$ cat src/rtl/i2cs_pkg.sv
package i2cs_pkg;
  localparam int FRAME_W = 8;
  localparam int ADDR_W  = 7;

  typedef enum logic [2:0] {
    ST_IDLE,
    ST_ADDR,
    ST_AACK,
    ST_TX,
    ST_TACK,
    ST_HOLD
  } st_e;

  // true when the upper seven bits of the frame equal the programmed address
  function automatic logic frame_hits(input logic [FRAME_W-1:0] frame,
                                      input logic [ADDR_W-1:0] own);
    return frame[FRAME_W-1:1] == own;
  endfunction

  // direction bit: 1 asks the slave to send
  function automatic logic frame_reads(input logic [FRAME_W-1:0] frame);
    return frame[0];
  endfunction
endpackage

$ cat src/rtl/i2cs_sync.sv
module i2cs_sync #(
  parameter int STAGES = 2
) (
  input  logic clk,
  input  logic rst_n,
  input  logic scl_i,
  input  logic sda_i,
  output logic scl_cur,
  output logic sda_cur,
  output logic scl_rise,
  output logic scl_fall,
  output logic start_evt,
  output logic stop_evt
);
  logic [STAGES-1:0] scl_pipe;
  logic [STAGES-1:0] sda_pipe;
  logic              scl_prev;
  logic              sda_prev;

  genvar g;
  generate
    for (g = 0; g < STAGES; g++) begin : g_stage
      always_ff @(posedge clk or negedge rst_n) begin
        if (!rst_n) begin
          scl_pipe[g] <= 1'b1;
          sda_pipe[g] <= 1'b1;
        end else begin
          scl_pipe[g] <= (g == 0) ? scl_i : scl_pipe[(g == 0) ? 0 : g-1];
          sda_pipe[g] <= (g == 0) ? sda_i : sda_pipe[(g == 0) ? 0 : g-1];
        end
      end
    end
  endgenerate

  assign scl_cur = scl_pipe[STAGES-1];
  assign sda_cur = sda_pipe[STAGES-1];

  always_ff @(posedge clk or negedge rst_n) begin
    if (!rst_n) begin
      scl_prev <= 1'b1;
      sda_prev <= 1'b1;
    end else begin
      scl_prev <= scl_cur;
      sda_prev <= sda_cur;
    end
  end

  assign scl_rise  = scl_cur & ~scl_prev;
  assign scl_fall  = ~scl_cur & scl_prev;
  assign start_evt = scl_cur & scl_prev & sda_prev & ~sda_cur;
  assign stop_evt  = scl_cur & scl_prev & ~sda_prev & sda_cur;
endmodule

$ cat src/rtl/i2cs_regs.sv
module i2cs_regs #(
  parameter int DATA_W = 8
) (
  input  logic              clk,
  input  logic              rst_n,
  input  logic              host_wr,
  input  logic [DATA_W-1:0] host_wdata,
  input  logic              tx_mode_clr,
  input  logic              irq_clr,
  input  logic              stop_evt,
  input  logic              rd_hit,
  input  logic              byte_evt,
  input  logic              ack_evt,
  input  logic              ack_val,
  output logic [DATA_W-1:0] data_q,
  output logic              tx_mode,
  output logic              byte_irq,
  output logic              peer_nack
);
  always_ff @(posedge clk or negedge rst_n) begin
    if (!rst_n) begin
      data_q    <= '0;
      tx_mode   <= 1'b0;
      byte_irq  <= 1'b0;
      peer_nack <= 1'b0;
    end else begin
      if (host_wr) data_q <= host_wdata;

      if (stop_evt)         tx_mode <= 1'b0;
      else if (rd_hit)      tx_mode <= 1'b1;
      else if (tx_mode_clr) tx_mode <= 1'b0;

      if (byte_evt)     byte_irq <= 1'b1;
      else if (irq_clr) byte_irq <= 1'b0;

      if (ack_evt) peer_nack <= ack_val;
    end
  end
endmodule

$ cat src/rtl/i2cs_ctrl.sv
module i2cs_ctrl
  import i2cs_pkg::*;
#(
  parameter int DATA_W = 8
) (
  input  logic                 clk,
  input  logic                 rst_n,
  input  logic                 sda_cur,
  input  logic                 scl_rise,
  input  logic                 scl_fall,
  input  logic                 start_evt,
  input  logic                 stop_evt,
  input  logic [ADDR_W-1:0]    own_addr,
  input  logic                 tx_mode,
  input  logic                 byte_irq,
  input  logic                 host_rd,
  input  logic [DATA_W-1:0]    data_q,
  output logic                 scl_oe,
  output logic                 sda_oe,
  output logic                 rd_hit,
  output logic                 byte_evt,
  output logic                 ack_evt,
  output logic                 ack_val
);
  localparam int CNT_W = (DATA_W > FRAME_W) ? $clog2(DATA_W) : $clog2(FRAME_W);
  localparam logic [CNT_W-1:0] ADDR_LAST = CNT_W'(FRAME_W - 1);
  localparam logic [CNT_W-1:0] DATA_LAST = CNT_W'(DATA_W - 1);

  st_e                st;
  logic [CNT_W-1:0]   cnt;
  logic [FRAME_W-1:0] frame;
  logic               got_all;
  logic               rw_q;
  logic               nack_q;
  logic [DATA_W-1:0]  shreg;

  assign rd_hit   = (st == ST_AACK) && scl_fall && rw_q;
  assign byte_evt = rd_hit || ((st == ST_TACK) && scl_fall);
  assign ack_evt  = (st == ST_TACK) && scl_rise;
  assign ack_val  = sda_cur;

  always_ff @(posedge clk or negedge rst_n) begin
    if (!rst_n) begin
      st      <= ST_IDLE;
      cnt     <= '0;
      frame   <= '0;
      got_all <= 1'b0;
      rw_q    <= 1'b0;
      nack_q  <= 1'b0;
      shreg   <= '0;
      scl_oe  <= 1'b0;
      sda_oe  <= 1'b0;
    end else if (stop_evt) begin
      st     <= ST_IDLE;
      scl_oe <= 1'b0;
      sda_oe <= 1'b0;
    end else if (start_evt) begin
      st      <= ST_ADDR;
      cnt     <= '0;
      got_all <= 1'b0;
      scl_oe  <= 1'b0;
      sda_oe  <= 1'b0;
    end else begin
      case (st)
        ST_ADDR: begin
          if (scl_rise) begin
            frame <= {frame[FRAME_W-2:0], sda_cur};
            if (cnt == ADDR_LAST) got_all <= 1'b1;
            else cnt <= cnt + 1'b1;
          end
          if (scl_fall && got_all) begin
            if (frame_hits(frame, own_addr)) begin
              sda_oe <= 1'b1;
              rw_q   <= frame_reads(frame);
              st     <= ST_AACK;
            end else begin
              st <= ST_IDLE;
            end
          end
        end
        ST_AACK: begin
          if (scl_fall) begin
            sda_oe <= 1'b0;
            if (rw_q) begin
              scl_oe <= 1'b1;
              nack_q <= 1'b0;
              st     <= ST_HOLD;
            end else begin
              st <= ST_IDLE;
            end
          end
        end
        ST_TX: begin
          if (scl_fall) begin
            if (cnt == DATA_LAST) begin
              sda_oe <= 1'b0;
              st     <= ST_TACK;
            end else begin
              shreg  <= {shreg[DATA_W-2:0], 1'b0};
              sda_oe <= ~shreg[DATA_W-2];
              cnt    <= cnt + 1'b1;
            end
          end
        end
        ST_TACK: begin
          if (scl_rise) nack_q <= sda_cur;
          if (scl_fall) begin
            scl_oe <= 1'b1;
            st     <= ST_HOLD;
          end
        end
        ST_HOLD: begin
          if (host_rd && !tx_mode) begin
            scl_oe <= 1'b0;
            st     <= ST_IDLE;
          end else if (!nack_q && tx_mode && !byte_irq) begin
            shreg  <= data_q;
            sda_oe <= ~data_q[DATA_W-1];
            scl_oe <= 1'b0;
            cnt    <= '0;
            st     <= ST_TX;
          end
        end
        default: ;
      endcase
    end
  end
endmodule

$ cat src/rtl/i2c_slave_tx.sv
module i2c_slave_tx #(
  parameter int DATA_W      = 8,
  parameter int SYNC_STAGES = 2
) (
  input  logic              clk,
  input  logic              rst_n,
  input  logic              scl_i,
  input  logic              sda_i,
  output logic              scl_oe,
  output logic              sda_oe,
  input  logic [6:0]        own_addr,
  input  logic              host_wr,
  input  logic [DATA_W-1:0] host_wdata,
  input  logic              host_rd,
  output logic [DATA_W-1:0] host_rdata,
  input  logic              tx_mode_clr,
  output logic              tx_mode,
  output logic              byte_irq,
  input  logic              irq_clr,
  output logic              peer_nack
);
  // named internal events, also used by the bound checker
  logic scl_cur, sda_cur, scl_rise, scl_fall, start_evt, stop_evt;
  logic rd_hit, byte_evt, ack_evt, ack_val;
  logic [DATA_W-1:0] data_q;

  i2cs_sync #(.STAGES(SYNC_STAGES)) u_sync (
    .clk(clk), .rst_n(rst_n), .scl_i(scl_i), .sda_i(sda_i),
    .scl_cur(scl_cur), .sda_cur(sda_cur), .scl_rise(scl_rise),
    .scl_fall(scl_fall), .start_evt(start_evt), .stop_evt(stop_evt)
  );

  i2cs_ctrl #(.DATA_W(DATA_W)) u_ctrl (
    .clk(clk), .rst_n(rst_n), .sda_cur(sda_cur), .scl_rise(scl_rise),
    .scl_fall(scl_fall), .start_evt(start_evt), .stop_evt(stop_evt),
    .own_addr(own_addr), .tx_mode(tx_mode), .byte_irq(byte_irq),
    .host_rd(host_rd), .data_q(data_q), .scl_oe(scl_oe), .sda_oe(sda_oe),
    .rd_hit(rd_hit), .byte_evt(byte_evt), .ack_evt(ack_evt), .ack_val(ack_val)
  );

  i2cs_regs #(.DATA_W(DATA_W)) u_regs (
    .clk(clk), .rst_n(rst_n), .host_wr(host_wr), .host_wdata(host_wdata),
    .tx_mode_clr(tx_mode_clr), .irq_clr(irq_clr), .stop_evt(stop_evt),
    .rd_hit(rd_hit), .byte_evt(byte_evt), .ack_evt(ack_evt), .ack_val(ack_val),
    .data_q(data_q), .tx_mode(tx_mode), .byte_irq(byte_irq), .peer_nack(peer_nack)
  );

  assign host_rdata = data_q;
endmodule

$ cat config.mk
export PLATFORM = sky130hd
export DESIGN_NAME = i2c_slave_tx
export DESIGN_NICKNAME = d
export VERILOG_FILES = /design/src/rtl/i2cs_pkg.sv /design/src/rtl/i2cs_sync.sv /design/src/rtl/i2cs_regs.sv /design/src/rtl/i2cs_ctrl.sv /design/src/rtl/i2c_slave_tx.sv
export SDC_FILE = /design/constraint.sdc
export NUM_CORES = 1
export LEC_CHECK = 0
export CORE_ASPECT_RATIO = 0.6
export CORE_UTILIZATION = 30
export DETAILED_ROUTE_END_ITERATION = 8
export PLACE_DENSITY = 0.52
export SYNTH_ARGS = -nofsm -noshare
export SYNTH_HDL_FRONTEND = slang
export SYNTH_SLANG_ARGS = --single-unit
export TNS_END_PERCENT = 10
$ cat constraint.sdc
create_clock -name clk -period 2.9 [get_ports clk]
set_input_delay 0.435 -clock clk [delete_from_list [all_inputs] [get_ports clk]]
set_output_delay 0.435 -clock clk [all_outputs]
set_load 0.02 [all_outputs]
==> results.cfg, run 1 <==
[setup_path]
crit_required_ns = 3.07
critPathArrivalTime_ns = 2.26
r2r_start = u_ctrl.st[0]
rr_endpoint = u_ctrl.cnt[2]
endpoint_kind = flop
slowest_delay_ns = 0.68
path_max_fanout = 15
r2r.worst_path.cells = 5
critPathLaunch = u_ctrl.st[0]
r2r_slack_ns = 0.81
crit_type = flop to flop
crit_end = u_ctrl.cnt[2]
crit_slowest_cell = dfrtp_1
crit_path_cell_trace = nand3b_1, nor2b_1, o21ai_1, a221o_1, mux2_4
worst_setup_path_start_kind = flop

[timing]
fin_crit_sh_pct = 72.1
rsz0062_at_grt = no
slew_headroom_pct = 38.2
fin_crit_ns = 2.09
worstMarginPinSlew_ns = 0.927
final.setup.tns_ns = 0
setup_violations = 0
max_clock_freq_ghz = 0.479
hold_viol_final = 0
clock_skew_ns = 0.00891
report.final.slew_viol_count = 0

[clocking]
clkSinkCount = 43
cts.root.buffer_cell = clkbuf_16
worstSkewPairLatency_ns = 0.29
cts_tree = built
h-tree-depth = 2
clockBufferDepth = 2
cts-buffers-inserted = 5
clkTransAtPathRegs_ns = 0.06
cts_setup_buffers = 0
hold_buffers = 0
cts_resized = 0

[yosys]
ys_seq_elements = 43
netlist_area_mm2 = 0.00220
syn-num-nets = 224
syn_area_per_cell_um2 = 11.1
seq_area_frac_synth_pct = 49.3
synth_ff_type = dfrtp_1
yosys.cell_types.count = 50
yosysWarnings = 0
async_flop_share_pct = 100
synth-edff-count = 0
postSynthCellCount = 199

[cells_and_area]
regArea_mm2 = 0.00108
fillers = 669
nNetsFinal = 259
drive_above_1_share_pct = 20.0
multiInputGateArea_mm2 = 0.00105
design_area_mm2 = 0.00281
area_growth_pct = 27.9
antennaDiodeCount = 0

[floorplan]
fp.coreArea_mm2 = 0.00688
fp-row-count = 23
die_y_um = 68.3
ios = 36
initial_core_util_pct = 32.0
die-area_mm2 = 0.00769
die_x_um = 113

[detailed_routing]
first_pass_iters = 4
drc_errors = 0
postRouteAntennaNets = 0
via_count = 1575
drtIter0Drc = 70
routed_wl_um = 4890
wire_per_inst_um = 15.2
viasPerCell = 4.89

[power]
clkPwrFrac_pct = 45.6
comb_power_share_pct = 12.1
p_sw_share_pct = 22.5
p_seq_share_pct = 42.3
ir_worst_vdd_mv = 0.240
power_switching_mw = 0.365
p_leak_nw = 1.23
power_density_mw_per_mm2 = 577
p_int_mw = 1.26

[grt]
grt_max_degree = 44
overflow = 0
grt_pass1_vias = 1488
grt_first_pass_wirelength_um = 8090
grt_use_total_pct = 14.1
antenna_found_initial = 0

[run_status]
status = finished, final reports clean

[placed_design]
place_congestion = 0.879
placed_area_mm2 = 0.00262
port-buffer-count = 35
dp_hpwl_um = 3590

[run]
maxCapViolCount = 0

[hold_path]
min_path_type = input port to async pin
cells in the mapped netlist (4+ instances only):
cell	n	area share (%)
mux2i_1	7	3.2
nand2_1	9	1.5
dfstp_2	6	7.2
dfrtp_1	37	42
o21ai_1	5	1.1
nand3_1	4	0.91
mux2_2	17	8.7
o21ai_0	9	2.0
nor2b_1	7	2.0
nand2b_1	5	1.4
a21oi_1	14	3.2
inv_1	4	0.68
xnor2_1	6	2.4
nor2_1	13	2.2
power by group through the flow:
stage	Combinational (mW)	Sequential, mW	Clock, mW
after floorplan	0.104	0.697	0
final	0.196	0.688	0.741
after global routing	0.215	0.694	0.782
after detailed placement	0.195	0.697	0
after CTS	0.199	0.687	0.757
after global placement	0.193	0.697	0
sequential cells by signal, summed over array words and instances, names as in the netlist:
| name | count |
|---|---|
| u_ctrl.cnt | 3 |
| u_ctrl.sda_oe | 1 |
| u_sync.sda_prev | 1 |
| u_ctrl.rw_q | 1 |
| u_ctrl.nack_q | 1 |
| u_sync.sda_cur | 1 |
| u_ctrl.st | 3 |
| u_sync.scl_cur | 1 |
| u_regs.byte_irq | 1 |
| u_regs.peer_nack | 1 |
| u_sync.scl_prev | 1 |
| u_regs.tx_mode | 1 |
| u_ctrl.frame | 8 |
| u_regs.data_q | 8 |
| u_ctrl.shreg | 7 |
| u_sync.scl_pipe | 1 |
| u_sync.sda_pipe | 1 |
| u_ctrl.got_all | 1 |
| u_ctrl.scl_oe | 1 |
worst min-delay path by stage:
| stage | endpoint | slack [ns] |
|---|---|---|
| after global placement | u_sync.sda_cur | 0.35 |
| after CTS | u_regs.tx_mode | 0.34 |
| after floorplan | u_ctrl.cnt[0] | 0.14 |
| after global routing | u_sync.sda_cur | 0.36 |
| final | u_regs.tx_mode | 0.28 |
| after detailed placement | u_sync.scl_cur | 0.35 |
metrics by stage:
stage	hold slack (ns)	cells	util [%]	setup slack (ns)	total power, mW
2_1_floorplan	0.139	199	-	1.05	0.801
3_3_place_gp	0.346	314	38.1	0.746	0.890
3_5_place_dp	0.347	314	38.1	0.767	0.892
4_1_cts	0.343	322	40.9	0.823	1.64
5_1_grt	0.361	322	40.9	0.667	1.69
6_report	0.284	322	40.9	0.810	1.62
cells in the final DEF (no fill, tap or decap), drive strengths merged, types with 7 or more instances in the layout:
cell type	netlist	routed
a21oi	14	14
clkdlybuf4s50	0	34
dfrtp	37	37
inv	6	7
mux2	19	19
mux2i	7	7
nand2	9	9
nor2	13	13
nor2b	7	7
o21ai	14	14
layout make-up:
cell class	count	share of cell area (%)
Clock buffer	5	4.45
Clock inverter	3	2.53
Inverter	6	0.800
Multi-Input combinational cell	142	37.3
Sequential cell	43	38.5
Tap cell	87	3.87
Timing Repair Buffer	36	12.5
cells by family after synthesis:
family | synth area share [%]
muxes | 13.3
AOI/OAI and AO/OA | 13.3
buffers and inverters | 3.01
xor gates and xnor gates | 2.79
DFF | 49.3
and+or+nand+nor | 17.3
adders and majority gates | 1.14
critical path, delay by kind of cell (launching register included):
kind,cells,cell delay [ns]
AO/OA/AOI/OAI,2,0.53
flip-flops,1,0.68
multiplexers,1,0.32
AND/OR/NAND/NOR,2,0.46
routing by layer:
layer / wire length [um] / global-route usage, % / vias to the layer above
li1: - / - / 795
met1: 2790 / 21.6 / 734
met2: 1800 / 18.7 / 40
met3: 262 / 4.07 / 6
met4: 38 / 4.00 / 0
met5: 0 / 0 / -
Note: power is estimated with default switching activity, not from simulation.
==> inputs of run 2 (changes only) <==
==> constraint.sdc (replaced) <==
create_clock -name clk -period 2.15 [get_ports clk]
set_input_delay 0.3225 -clock clk [delete_from_list [all_inputs] [get_ports clk]]
set_output_delay 0.3225 -clock clk [all_outputs]
set_load 0.02 [all_outputs]
==> results.cfg, run 2 (synthesis results as in run 1) <==
[cells_and_area]
reg.largest.list = u_ctrl.frame (8), u_regs.data_q (8), u_ctrl.shreg (7)
design_area_mm2 = 0.00287
post-route-util_pct = 41.8
area_growth_pct = 30.5
drive_above_1_share_pct = 23.6
instances_no_fill = 333
nNetsFinal = 270
antennaDiodeCount = 0
layout_common_cells = 37 x dfrtp_1, 34 x clkdlybuf4s50_1, 17 x mux2_2, 14 x a21oi_1, 13 x nor2_1
regArea_mm2 = 0.00108
final_common_cell = dfrtp_1
fillers = 677
multiInputGateArea_mm2 = 0.00105

[power]
p_seq_share_pct = 44.2
ir_worst_vdd_mv = 0.417
total_power_mw = 2.09
comb_power_share_pct = 13.4
clkPwrFrac_pct = 42.5
p_leak_nw = 1.27
power_density_mw_per_mm2 = 728
p_int_mw = 1.58
power_switching_mw = 0.507
p_sw_share_pct = 24.2

[floorplan]
die_x_um = 113
die-area_mm2 = 0.00769
ios = 36
die_y_um = 68.3
fp.coreArea_mm2 = 0.00688
initial_core_util_pct = 32.0
fp-row-count = 23

[setup_path]
crit_path_cell_trace = nand3b_1, nor2b_1, o21ai_1, a221o_1, mux2_4
endpoint_kind = flop
crit_type = flop to flop
crit_required_ns = 2.32
crit_slowest_cell = dfrtp_1
worst_setup_path_start_kind = flop
path_max_fanout = 10
slowest_delay_ns = 0.59
crit_family = flip-flops
critPathArrivalTime_ns = 2.15
cp_num_buf_inv = 0

[timing]
hold_viol_final = 0
timing.final.ws_setup_ns = 0.172
fin_crit_ns = 1.98
hold-worst-slack_ns = 0.0990
fin_crit_sh_pct = 92.0
setup_violations = 0
final.setup.tns_ns = 0
report.final.slew_viol_count = 0
slew_headroom_pct = 63.7
clock_skew_ns = 0.00377
worstMarginPinSlew_ns = 0.545
rsz0062_at_grt = no
max_clock_freq_ghz = 0.506

[clocking]
worstSkewPairLatency_ns = 0.29
cts.root.buffer_cell = clkbuf_16
cts_setup_buffers = 0
clkTransAtPathRegs_ns = 0.06
h-tree-depth = 2
clockBufferDepth = 2
cts_tree = built
clkSinkCount = 43
hold_buffers = 0
cts_resized = 0
cts-buffers-inserted = 5

[grt]
grt_use_total_pct = 14.5
grt_max_degree = 44
grt_first_pass_wirelength_um = 8320
grt_pass1_vias = 1576
antenna_found_initial = 0
overflow = 0

[detailed_routing]
viasPerCell = 5.00
via_count = 1666
first_pass_iters = 4
drc_errors = 0
drtIter0Drc = 65
postRouteAntennaNets = 0
routed_wl_um = 5060
wire_per_inst_um = 15.2

[placed_design]
dp_cells = 325
place_congestion = 0.865
dp_slack_ns = 0.145
port-buffer-count = 35
dp_hpwl_um = 3740
placed_area_mm2 = 0.00270

[run_status]
status = finished, final reports clean

[run]
maxCapViolCount = 0

[hold_path]
min_path_type = input port to async pin
==> run 2: cell types whose count changed in the layout (fill, tap and decap cells not counted) <==
cell	delta
buf_4	+11
inv_6	+1
bufinv_16	-1
clkinvlp_4	+1
inv_8	-1
==> run 2: worst paths after layout <==
path                                     from              to  slack, ns  cells past startpoint
max in group asynchronous               rst_n   u_ctrl.scl_oe       1.67                      2
setup / recovery                 u_ctrl.st[2]   u_ctrl.cnt[1]       0.17                      5
hold / removal                          rst_n  u_regs.tx_mode        0.1                      2
min in group clk           u_sync.sda_pipe[0]  u_sync.sda_cur       0.36                      0
hold reg to reg            u_sync.sda_pipe[0]  u_sync.sda_cur       0.36                      0
setup reg to reg                 u_ctrl.st[2]   u_ctrl.cnt[1]       0.17                      5
==> run 2: power groups by stage <==
stage / Combinational, mW / Clock, mW / Sequential [mW]
floorplan: 0.140 / 0 / 0.940
global route: 0.314 / 0.937 / 0.931
CTS: 0.283 / 0.901 / 0.923
global placement: 0.277 / 0 / 0.938
detailed placement: 0.280 / 0 / 0.936
finish: 0.279 / 0.887 / 0.923
==> run 2: worst reg2reg max path: cells and delay by family, from the launching register on <==
family / cells / cell delay, ns
compound gates: 2 / 0.51
flops: 1 / 0.59
mux: 1 / 0.32
simple gates: 2 / 0.46
==> run 2: area by class of cell <==
class                   instances  area share [%]
clock inverters                 3            1.61
repair buffers                 47            15.2
well taps                      87            3.79
clock buffers                   5            4.36
multi-input cells             142            36.6
flip-flops and latches         43            37.7
inverters                       6           0.784
==> run 2: layer usage <==
layer | vias to the layer above | track usage (%) | wire length (um)
li1 | 810 | - | -
met1 | 795 | 22.3 | 2820
met2 | 53 | 18.7 | 1860
met3 | 8 | 4.43 | 333
met4 | 0 | 4.00 | 54
met5 | - | 0 | 0
==> inputs of run 3 (changes only) <==
--- a/config.mk
+++ b/config.mk
@@ -6,9 +6,10 @@
 export NUM_CORES = 1
 export LEC_CHECK = 0
 export CORE_ASPECT_RATIO = 0.6
+export CORE_MARGIN = 5
 export CORE_UTILIZATION = 30
 export DETAILED_ROUTE_END_ITERATION = 8
-export PLACE_DENSITY = 0.52
+export PLACE_DENSITY = 0.48
 export SYNTH_ARGS = -nofsm -noshare
 export SYNTH_HDL_FRONTEND = slang
 export SYNTH_SLANG_ARGS = --single-unit
==> results.cfg, run 3 (synthesis results as in run 1) <==
[setup_path]
crit_required_ns = 2.32
crit_family = compound AO/OA/AOI/OAI gates
critPathLaunch = u_ctrl.cnt[0]
slowest_delay_ns = 0.42
cp.depth = 7
path_max_fanout = 3
crit_slowest_cell = a221o_1
crit_end = u_ctrl.cnt[1]
endpoint_kind = flop
r2r_slack_ns = 0.16
crit_path_cell_trace = ha_1, ha_1, nand2b_1, nor2_1, o21ai_1, a221o_1, mux2_4
r2r.worst_path.cells = 7
cp_num_buf_inv = 0
crit_type = flop to flop
rr_endpoint = u_ctrl.cnt[1]
cp_common_cell = ha_1
r2r_start = u_ctrl.cnt[0]
worst_setup_path_start_kind = flop
critPathArrivalTime_ns = 2.16

[floorplan]
fp.coreArea_mm2 = 0.00721
die_y_um = 76.3
initial_core_util_pct = 30.5
ios = 36
fp-row-count = 24
die_x_um = 121
die-area_mm2 = 0.00920

[grt]
grt_pass1_vias = 1577
overflow = 0
grt_first_pass_wirelength_um = 8290
grt_use_total_pct = 11.2
grt_max_degree = 44
antenna_found_initial = 0

[cells_and_area]
final_common_cell = dfrtp_1
fillers = 715
antennaDiodeCount = 0
instances_no_fill = 334
post-route-util_pct = 39.4
area_growth_pct = 29.0
design_area_mm2 = 0.00284
drive_above_1_share_pct = 23.0
layout_common_cells = 37 x dfrtp_1, 34 x clkdlybuf4s50_1, 17 x mux2_2, 14 x a21oi_1, 13 x nor2_1
reg.largest.list = u_ctrl.frame (8), u_regs.data_q (8), u_ctrl.shreg (7)
nNetsFinal = 267

[timing]
fin_crit_sh_pct = 92.5
hold_viol_final = 0
rsz0062_at_grt = no
clock_skew_ns = 0.00359
worstMarginPinSlew_ns = 0.556
setup_violations = 0
fin_crit_ns = 1.99
timing.final.ws_setup_ns = 0.161
hold-worst-slack_ns = 0.111
slew_headroom_pct = 63.0
max_clock_freq_ghz = 0.503
final.setup.tns_ns = 0
report.final.slew_viol_count = 0

[placed_design]
dp_hpwl_um = 3670
port-buffer-count = 35
place_congestion = 0.832
dp_cells = 326
dp_slack_ns = 0.128
placed_area_mm2 = 0.00268

[run_status]
status = finished, final reports clean

[clocking]
clkSinkCount = 43
clockBufferDepth = 2
cts_tree = built
clkTransAtPathRegs_ns = 0.06
cts_setup_buffers = 0
h-tree-depth = 2
cts-buffers-inserted = 5
hold_buffers = 0
worstSkewPairLatency_ns = 0.28
cts.root.buffer_cell = clkbuf_16

[detailed_routing]
routed_wl_um = 4960
viasPerCell = 4.85
via_count = 1620
first_pass_iters = 4
drc_errors = 0
wire_per_inst_um = 14.9
postRouteAntennaNets = 0
drtIter0Drc = 62

[power]
p_sw_share_pct = 24.4
total_power_mw = 1.98
clkPwrFrac_pct = 39.4
comb_power_share_pct = 13.7
p_seq_share_pct = 46.9
ir_worst_vdd_mv = 0.274
power_density_mw_per_mm2 = 696
p_int_mw = 1.49
p_leak_nw = 1.24
power_switching_mw = 0.483

[run]
maxCapViolCount = 0

[hold_path]
min_path_type = input port to async pin
[run 3: changes by cell type in the layout (fill, tap and decap cells not counted)]
cell	previous run	this run
buf_4	12	9
clkinv_4	0	1
inv_6	1	0
o211a_2	0	1
clkbuf_8	0	1
bufinv_16	1	0
o211a_1	3	2
[run 3: cell type report]
| class | instances | area [um^2] | area share [%] |
|---|---|---|---|
| sequential | 43 | 1080 | 38.2 |
| multi-input combinational | 142 | 1050 | 37.0 |
| timing repair buffer | 44 | 413 | 14.6 |
| clock buffer | 6 | 139 | 4.89 |
| tap | 91 | 114 | 4.01 |
| inverter | 6 | 22.5 | 0.794 |
| clock inverter | 2 | 16.3 | 0.573 |
[run 3: power groups by stage]
stage	combinational (mW)	clock, mW	sequential, mW
global route	0.302	0.834	0.936
CTS	0.276	0.809	0.927
floorplan	0.140	0	0.940
global placement	0.269	0	0.941
detailed placement	0.276	0	0.940
finish	0.270	0.779	0.927
[run 3: worst min-delay path by stage]
stage | slack [ns] | cells past startpoint | from | endpoint
floorplan | 0.03 | 0 | rst_n | u_ctrl.cnt[0]
detailed placement | 0.35 | 0 | u_sync.sda_pipe[0] | u_sync.sda_cur
CTS | 0.14 | 2 | rst_n | u_regs.byte_irq
finish | 0.11 | 2 | rst_n | u_regs.byte_irq
global route | 0.17 | 2 | rst_n | u_regs.byte_irq
global placement | 0.35 | 0 | u_sync.scl_pipe[0] | u_sync.scl_cur
[run 3: routing by layer]
layer / vias to the layer above / part of all wire (%) / track usage, %
li1: 811 / - / -
met1: 770 / 54 / 17.9
met2: 37 / 39 / 14.2
met3: 2 / 6.3 / 3.41
met4: 0 / 0.48 / 3.05
met5: - / 0 / 0
[run 3: what timing repair did]
item,4_1_cts,5_1_grt
resized for setup,0,1
setup endpoints to repair,0,1
endpoints found under the hold margin,0,0
